File: src/rtl/pxl_cnt_pkg.sv
package pxl_cnt_pkg;
  typedef enum logic [0:0] {
    THR_LO = 1'b0,
    THR_HI = 1'b1
  } thr_e;

  localparam int NUM_THR = 2;
endpackage

File: src/rtl/pxl_hit_sync.sv
module pxl_hit_sync #(
  parameter int SYNC_STAGES = 2
) (
  input  logic clk,
  input  logic rst_n,
  input  logic hit_async,
  output logic hit_rise
);
  // SYNC_STAGES synchronizer flops plus one history flop for edge detection
  logic [SYNC_STAGES:0] chain_q;

  always_ff @(posedge clk or negedge rst_n) begin
    if (!rst_n) chain_q <= '0;
    else        chain_q <= {chain_q[SYNC_STAGES-1:0], hit_async};
  end

  assign hit_rise = chain_q[SYNC_STAGES-1] & ~chain_q[SYNC_STAGES];

  // one edge per pulse: a detected edge is never followed by another at once
  AST_ONE_EDGE: assert property (@(posedge clk) disable iff (!rst_n)
    hit_rise |=> !hit_rise);
endmodule

File: src/rtl/pxl_sat_counter.sv
module pxl_sat_counter #(
  parameter int CNT_W = 14
) (
  input  logic             clk,
  input  logic             rst_n,
  input  logic             en,
  input  logic             inc,
  input  logic             clr,
  output logic [CNT_W-1:0] count_q,
  output logic             ovf_q
);
  localparam logic [CNT_W-1:0] MAX_CNT = {CNT_W{1'b1}};

  logic step;
  logic at_max;

  assign step   = en & inc;
  assign at_max = (count_q == MAX_CNT);

  always_ff @(posedge clk or negedge rst_n) begin
    if (!rst_n) begin
      count_q <= '0;
      ovf_q   <= 1'b0;
    end else if (clr) begin
      count_q <= CNT_W'(step);
      ovf_q   <= 1'b0;
    end else if (step) begin
      if (at_max) ovf_q   <= 1'b1;
      else        count_q <= count_q + 1'b1;
    end
  end

  AST_STEP_BY_ONE: assert property (@(posedge clk) disable iff (!rst_n)
    !clr |=> ((count_q - $past(count_q)) <= CNT_W'(1)));
  AST_NO_WRAP: assert property (@(posedge clk) disable iff (!rst_n)
    (!clr && count_q == MAX_CNT) |=> (count_q == MAX_CNT));
  AST_EN_HOLD: assert property (@(posedge clk) disable iff (!rst_n)
    (!en && !clr) |=> $stable(count_q));
  AST_RESTART: assert property (@(posedge clk) disable iff (!rst_n)
    clr |=> (count_q <= CNT_W'(1) && !ovf_q));
  AST_OVF_STICKY: assert property (@(posedge clk) disable iff (!rst_n)
    (ovf_q && !clr) |=> ovf_q);
endmodule

File: src/rtl/pxl_dual_counter.sv
module pxl_dual_counter
  import pxl_cnt_pkg::*;
#(
  parameter int CNT_W       = 14,
  parameter int SYNC_STAGES = 2
) (
  input  logic             clk,
  input  logic             rst_n,
  input  logic             cnt_en,
  input  logic             hit_lo,
  input  logic             hit_hi,
  input  logic             frame_latch,
  output logic [CNT_W-1:0] lo_count,
  output logic [CNT_W-1:0] hi_count,
  output logic [CNT_W-1:0] win_count,
  output logic             lo_ovf,
  output logic             hi_ovf
);
  localparam int LO = int'(THR_LO);
  localparam int HI = int'(THR_HI);

  logic [NUM_THR-1:0] hit_in;
  logic [NUM_THR-1:0] hit_edge;
  logic [NUM_THR-1:0] ovf_live;
  logic [CNT_W-1:0]   live_cnt [NUM_THR];
  logic [CNT_W-1:0]   win_next;

  assign hit_in[LO] = hit_lo;
  assign hit_in[HI] = hit_hi;

  for (genvar t = 0; t < NUM_THR; t++) begin : g_thr
    pxl_hit_sync #(.SYNC_STAGES(SYNC_STAGES)) u_sync (
      .clk       (clk),
      .rst_n     (rst_n),
      .hit_async (hit_in[t]),
      .hit_rise  (hit_edge[t])
    );

    pxl_sat_counter #(.CNT_W(CNT_W)) u_cnt (
      .clk     (clk),
      .rst_n   (rst_n),
      .en      (cnt_en),
      .inc     (hit_edge[t]),
      .clr     (frame_latch),
      .count_q (live_cnt[t]),
      .ovf_q   (ovf_live[t])
    );
  end

  assign win_next = (live_cnt[LO] > live_cnt[HI]) ? (live_cnt[LO] - live_cnt[HI]) : '0;

  always_ff @(posedge clk or negedge rst_n) begin
    if (!rst_n) begin
      lo_count  <= '0;
      hi_count  <= '0;
      win_count <= '0;
      lo_ovf    <= 1'b0;
      hi_ovf    <= 1'b0;
    end else if (frame_latch) begin
      lo_count  <= live_cnt[LO];
      hi_count  <= live_cnt[HI];
      win_count <= win_next;
      lo_ovf    <= ovf_live[LO];
      hi_ovf    <= ovf_live[HI];
    end
  end

  AST_SHADOW_HOLD: assert property (@(posedge clk) disable iff (!rst_n)
    !frame_latch |=> ($stable(lo_count) && $stable(hi_count) && $stable(win_count)));
  AST_SHADOW_TAKE: assert property (@(posedge clk) disable iff (!rst_n)
    frame_latch |=> (lo_count == $past(live_cnt[LO]) && hi_count == $past(live_cnt[HI])));
  AST_WIN_SUM: assert property (@(posedge clk) disable iff (!rst_n)
    (lo_count >= hi_count) |-> (win_count + hi_count == lo_count));
  AST_WIN_CLAMP: assert property (@(posedge clk) disable iff (!rst_n)
    (hi_count > lo_count) |-> (win_count == '0));
endmodule

File: config.mk
export PLATFORM = sky130hd
export DESIGN_NAME = pxl_dual_counter
export DESIGN_NICKNAME = d
export VERILOG_FILES = /design/src/rtl/pxl_cnt_pkg.sv /design/src/rtl/pxl_hit_sync.sv /design/src/rtl/pxl_sat_counter.sv /design/src/rtl/pxl_dual_counter.sv
export SDC_FILE = /design/constraint.sdc
export NUM_CORES = 1
export LEC_CHECK = 0
export BUFFER_PORTS_ARGS = -buffer_cell sky130_fd_sc_hd__buf_4
export CELL_PAD_IN_SITES_DETAIL_PLACEMENT = 1
export CELL_PAD_IN_SITES_GLOBAL_PLACEMENT = 2
export CORE_MARGIN = 5
export CORE_UTILIZATION = 37
export DETAILED_ROUTE_END_ITERATION = 8
export PLACE_DENSITY = 0.84
export SETUP_SLACK_MARGIN = 0.3
export SYNTH_ARGS = -nofsm -noshare
export SYNTH_HDL_FRONTEND = slang
export SYNTH_SLANG_ARGS = --single-unit
File: constraint.sdc
create_clock -name clk -period 3 [get_ports clk]
set_input_delay 0 -clock clk [delete_from_list [all_inputs] [get_ports clk]]
set_output_delay 0 -clock clk [all_outputs]
set_load 0.05 [all_outputs]
---- Word level (Yosys, flattened, before mapping) ----
Cells that the tools add are included.
operators by class
  $add $sub $neg .......................... 3
  order comparisons ....................... 1
  eq/ne operators ......................... 4
  multiplexer cells ....................... 13
  bitwise operators ....................... 6
  reduce and logical (&&, ||, !) cells .... 8
operator list
  kind                                            count
  2-to-1 mux 14 bit                               7
  adder 14 x 1 -> 14 bit (second input constant)  2
  equality test 14 bit (second input constant)    2
  > comparator 14 bit                             1
  subtractor 14 bit                               1
  AND reduction 2 bit                             4
  nonzero test 2 bit                              4
  2-to-1 mux 1 bit                                6
  bitwise AND 1 bit                               4
  != test 2 bit (second input constant)           2
  NOT 1 bit                                       2
storage, ports and cells
  flip-flop bits (word level) ............. 80
  output and inout port bits .............. 44
  word-level logic and storage cells ...... 46

---- Longest topological paths before layout ----
  depth in word-level cells ............... 5
  mapped depth ............................ 10

---- By module ----
A second synthesis with hierarchy kept.
unflattened totals
  cells, all modules ...................... 389
  area total of the unflattened synthesis .. 4214.0 µm²
by module, submodules not included
  module            instances  cells each  area each (µm²)  seq. area each (µm²)
  pxl_dual_counter  1          207         2379.8           1101.1
  pxl_sat_counter   2          87          828.3            375.4
  pxl_hit_sync      2          4           88.8             75.1

---- Worst setup path before layout ----
No wires, ideal clock.
  kind .................................... register to register
  start point ............................. register g_thr[0].u_cnt.count_q[0]
  end point ............................... register win_count[9]
  arrival ................................. 2.201 ns
  path slack .............................. 0.695 ns
  cell stages (with the launch flop) ...... 10
  path buffers ............................ 0
  clock period less this slack ............ 2.305 ns
  cell sequence ........................... dfrtp_1 -> inv_1 -> ha_1 -> fa_1 -> nor2b_1 -> o211ai_1 -> a21oi_2 -> o21ai_1 -> a211o_1 -> o41ai_2
on the way
  word-level cells in the longest chain between the ends .. 2
  elaborated cells between the ends (all ways) .. 3
ends and longest elaborated chain
  item                                                             RTL line                text
  from (decl)                                                      pxl_sat_counter.sv:9    output logic [CNT_W-1:0] count_q,
  from (signal assigned)                                           pxl_sat_counter.sv:25   count_q <= CNT_W'(step);
  from (signal assigned)                                           pxl_sat_counter.sv:29   else count_q <= count_q + 1'b1;
  subtractor 14 bit / > comparator 14 bit (equally long branches)  pxl_dual_counter.sv:50  assign win_next = (live_cnt[LO] > live_cnt[HI]) ? (live_cnt[LO] - live_cnt[HI]) : '0;
  2-to-1 mux 14 bit *                                              pxl_dual_counter.sv:50
  to (signal assigned)                                             pxl_dual_counter.sv:62  win_count <= win_next;
  to (decl)                                                        pxl_dual_counter.sv:15  output logic [CNT_W-1:0] win_count,
Every way passes the cells marked *; elsewhere a longest branch is shown, timed or not.
A chain may end at the register's enable or synchronous reset.

---- Worst setup path in the final report ----
  start point ............................. register g_thr[1].u_cnt.count_q[0]
  end point ............................... register win_count[9]
on the way
  word-level cells in the longest chain between the ends .. 2
  elaborated cells between the ends (all ways) .. 3
ends and longest elaborated chain
  item                                                             RTL line
  from (decl)                                                      pxl_sat_counter.sv:9
  from (signal assigned)                                           pxl_sat_counter.sv:25
  from (signal assigned)                                           pxl_sat_counter.sv:29
  subtractor 14 bit / > comparator 14 bit (equally long branches)  pxl_dual_counter.sv:50
  2-to-1 mux 14 bit *                                              pxl_dual_counter.sv:50
Marked as above.

==> results.py <==
metrics = {
    "die": {
        "die_area_um2": 13000,
        "core_region_area_um2": 10700,
        "die_height_um": 114,
        "row_count": 38,
        "ioPinCount": 50,
        "fp.dieW_um": 114,
        "initial_core_util": 0.374,
    },
    "power_and_ir_drop": {
        "switching_share": 0.294,
        "seqPwrFrac": 0.513,
        "power-per-cell-area_nw_per_um2": 466,
        "p_total_w": 0.00221,
        "p_int_w": 0.00156,
        "irDropWorstVdd_v": 0.000203,
        "p_leak_nw": 2.19,
        "pwr-share-clk": 0.339,
        "netSwitchingPower_w": 0.000650,
        "combPwrFrac": 0.147,
    },
    "setup_path": {
        "timing.critical_path.cells": "ha_1, fa_1, nor2b_1, o211ai_1, a21oi_2, o21ai_1, a211o_4, o41ai_2",
        "critical_path.top_delay_family": "compound AO/OA/AOI/OAI gates",
        "worst_ep_required_time_ns": 3.27,
        "crit_buf_inv": 0,
        "cp-startpoint": "g_thr[1].u_cnt.count_q[0]$_DFFE_PN0P_",
        "timing.critical_path.slowest_stage_cell": "dfrtp_1",
        "worstPathArrival_ns": 2.84,
        "setup_crit_end_kind": "flip-flop",
        "start_kind": "flip-flop",
        "rrSetupSlack_ns": 0.42,
        "worst_r2r_startpoint": "g_thr[1].u_cnt.count_q[0]$_DFFE_PN0P_",
        "crit_path_max_fanout": 14,
        "slowest_delay_ns": 0.47,
        "critPathKind": "reg2reg",
    },
    "synthesis": {
        "synth.cell_area_um2": 4020,
        "synth_sequential_area_ratio": 0.499,
        "synth_top_area_share": 0.499,
        "netlist.top_cell.by_area": "dfrtp_1",
        "yosysUniqueCellTypes": 48,
        "synth-edff-count": 0,
        "ys_dominant_reg_cell": "dfrtp_1",
        "yosys_warnings": 0,
        "synthesis.instances": 381,
        "postSynth.asyncResetShare": 1.00,
        "synth.top_cells.by_area": "dfrtp_1, mux2_2, ha_1, xnor2_1, inv_1",
        "postSynthNetCount": 404,
        "post_synth.cell_area_avg_um2": 10.5,
        "ys_ff_latch": 80,
    },
    "run": {
        "max_cap_viol_count": 0,
    },
    "min_path": {
        "worst_hold_startpoint": "cnt_en",
        "min_path_type": "in2reg",
    },
    "detailed_routing": {
        "met2_length_um": 4530,
        "drt_iter0_drc": 116,
        "drc": 0,
        "wire_per_inst_um": 17.0,
        "vias": 3057,
        "highest_layer": "met4",
        "ant_nets": 0,
        "met1Wirelength_um": 4810,
        "first_pass_detailed_route_iteration_total": 5,
        "route.met3.wl_um": 367,
        "detail_route.vias_per_cell": 5.29,
        "drt-total-wl_um": 9850,
    },
    "global_routing": {
        "grt_first_pass_wirelength_um": 16500,
        "largest_net_degree_at_the_start_of_global_routing": 81,
        "grt_antenna_before_repair": 0,
        "grt.overflow.total": 0,
        "first_global_vias": 3135,
        "grt_usage": 0.160,
    },
    "sta": {
        "report.final.hold_viol_count": 0,
        "layout_min_cycle_time_ns": 2.58,
        "grt_setup_unrepaired": "no",
        "fin_skew_ns": 0.00955,
        "setup-violations-final": 0,
        "relSlewSlack": 0.325,
        "finalCritPeriodShare": 0.859,
        "transition_time_at_the_pin_with_the_least_slew_margin_ns": 1.01,
        "slew_violations": 0,
        "finalSetupTns_ns": 0,
        "timing.fmax_mhz": 388,
    },
    "clock_tree": {
        "clock-sinks": 80,
        "cts_tree": "done",
        "htreeDepth": 3,
        "clock_tree.root_cell": "clkbuf_8",
        "cts.reportedPaths.clkPinSlew_ns": 0.08,
        "clk_lat_worst_skew_ns": 0.36,
        "cts.repair_timing.setup_buffer_count": 0,
        "cts.path.max_buffers": 2,
        "cts_made_buffers": 9,
    },
    "placement": {
        "placedCellCount": 559,
        "last_weighted_congestion_value_of_the_routability_driven_placer": 0.850,
        "dp_hpwl_um": 7170,
        "placed_area_um2": 4520,
        "placement.io_buffers": 49,
    },
    "finish": {
        "post-route-util": 0.442,
        "multi_input_comb_area_um2": 1850,
        "fin_area_um2": 4750,
        "fill_cells": 1253,
        "ff_latch_area_um2": 2000,
        "layout-drive-gt1-share": 0.237,
        "final_nets": 456,
        "synthToLayoutAreaGrowth_pct": 18.3,
        "final_cells": 578,
        "num_antenna_cells": 0,
        "mostFrequentLayoutCell": "dfrtp_1",
        "final_cell_mix": "dfrtp_1, buf_4, inv_1",
    },
    "run_status": {
        "run_status": "finished clean",
    },
}
## path summary, 6_finish.rpt
kind,end,cells past startpoint
min in group asynchronous,g_thr[0].u_cnt.count_q[11]$_DFFE_PN0P_,2
max,win_count[9]$_DFFE_PN0P_,8
min reg2reg,g_thr[1].u_sync.chain_q[1]$_DFF_PN0_,0
max reg2reg,win_count[9]$_DFFE_PN0P_,8
max in group asynchronous,g_thr[0].u_cnt.count_q[0]$_DFFE_PN0P_,2
min,g_thr[1].u_cnt.ovf_q$_DFFE_PN0P_,5
## flip-flops by register name, indices dropped and copies added (netlist names)
name,cells
lo_count,14
lo_ovf,1
win_count,14
g_thr.u_sync.chain_q,6
hi_ovf,1
g_thr.u_cnt.count_q,28
hi_count,14
g_thr.u_cnt.ovf_q,2
## stage by stage
step | hold WS, ns | setup WS, ns
2_1_floorplan | -0.296 | 0.695
3_3_place_gp | 0.110 | 0.395
3_5_place_dp | 0.111 | 0.255
4_1_cts | 0.0898 | 0.338
5_1_grt | 0.141 | 0.302
6_report | 0.105 | 0.424
## cell type report
class                   count  area share
clock buffers              11      0.0319
clock inverters             5     0.00659
inverters                  34      0.0269
multi-input cells         255       0.391
flip-flops and latches     80       0.422
well taps                 140      0.0369
repair buffers             53      0.0854
## layer usage
layer / track usage / vias to the layer above
met5: 0 / -
met3: 0.0338 / 12
met2: 0.242 / 47
li1: - / 1472
met4: 0.0523 / 0
met1: 0.230 / 1526
## power by group through the flow
| stage | registers (W) | logic, W | clock network, W |
|---|---|---|---|
| after floorplan | 0.00125 | 0.000125 | 0 |
| after global placement | 0.00116 | 0.000320 | 0 |
| after detailed placement | 0.00116 | 0.000322 | 0 |
| after CTS | 0.00114 | 0.000327 | 0.000774 |
| after global routing | 0.00114 | 0.000353 | 0.000824 |
| final | 0.00114 | 0.000326 | 0.000751 |
## worst reg2reg max path: stages (launching register included)
cell	delay, ns
dfrtp_1	0.47
ha_1	0.24
fa_1	0.40
nor2b_1	0.17
o211ai_1	0.14
a21oi_2	0.20
o21ai_1	0.11
a211o_4	0.41
o41ai_2	0.35
## cells in the mapped netlist (5+ instances only)
| library cell | number |
|---|---|
| a21oi_1 | 17 |
| and3_1 | 5 |
| clkbuf_1 | 9 |
| dfrtp_1 | 80 |
| ha_1 | 16 |
| inv_1 | 34 |
| mux2_2 | 31 |
| nand2_1 | 16 |
| nand3_1 | 11 |
| nand4_1 | 9 |
| nor2_1 | 31 |
| nor3_1 | 10 |
| o21ai_0 | 13 |
| o22ai_1 | 11 |
| or3_1 | 6 |
| xnor2_1 | 19 |
| xor2_1 | 5 |
## cells by family (layout without fill, tap and decap cells)
family / after synthesis / in the layout / share of synthesized area
flops: 80 / 80 / 0.499
compound gates: 73 / 73 / 0.121
fa+ha+maj: 17 / 17 / 0.0548
xor+xnor: 24 / 24 / 0.0524
mux: 32 / 32 / 0.0894
simple gates: 109 / 109 / 0.140
buf+inv: 46 / 103 / 0.0436
## timing repair
item                                    CTS  global route
endpoints found under the setup margin    1             3
resized for setup                         1             3
hold endpoints to repair                 82             0
pin swaps                                 0             1
hold buffers                              3             0
No activity file was read; power rests on OpenSTA's default activity.
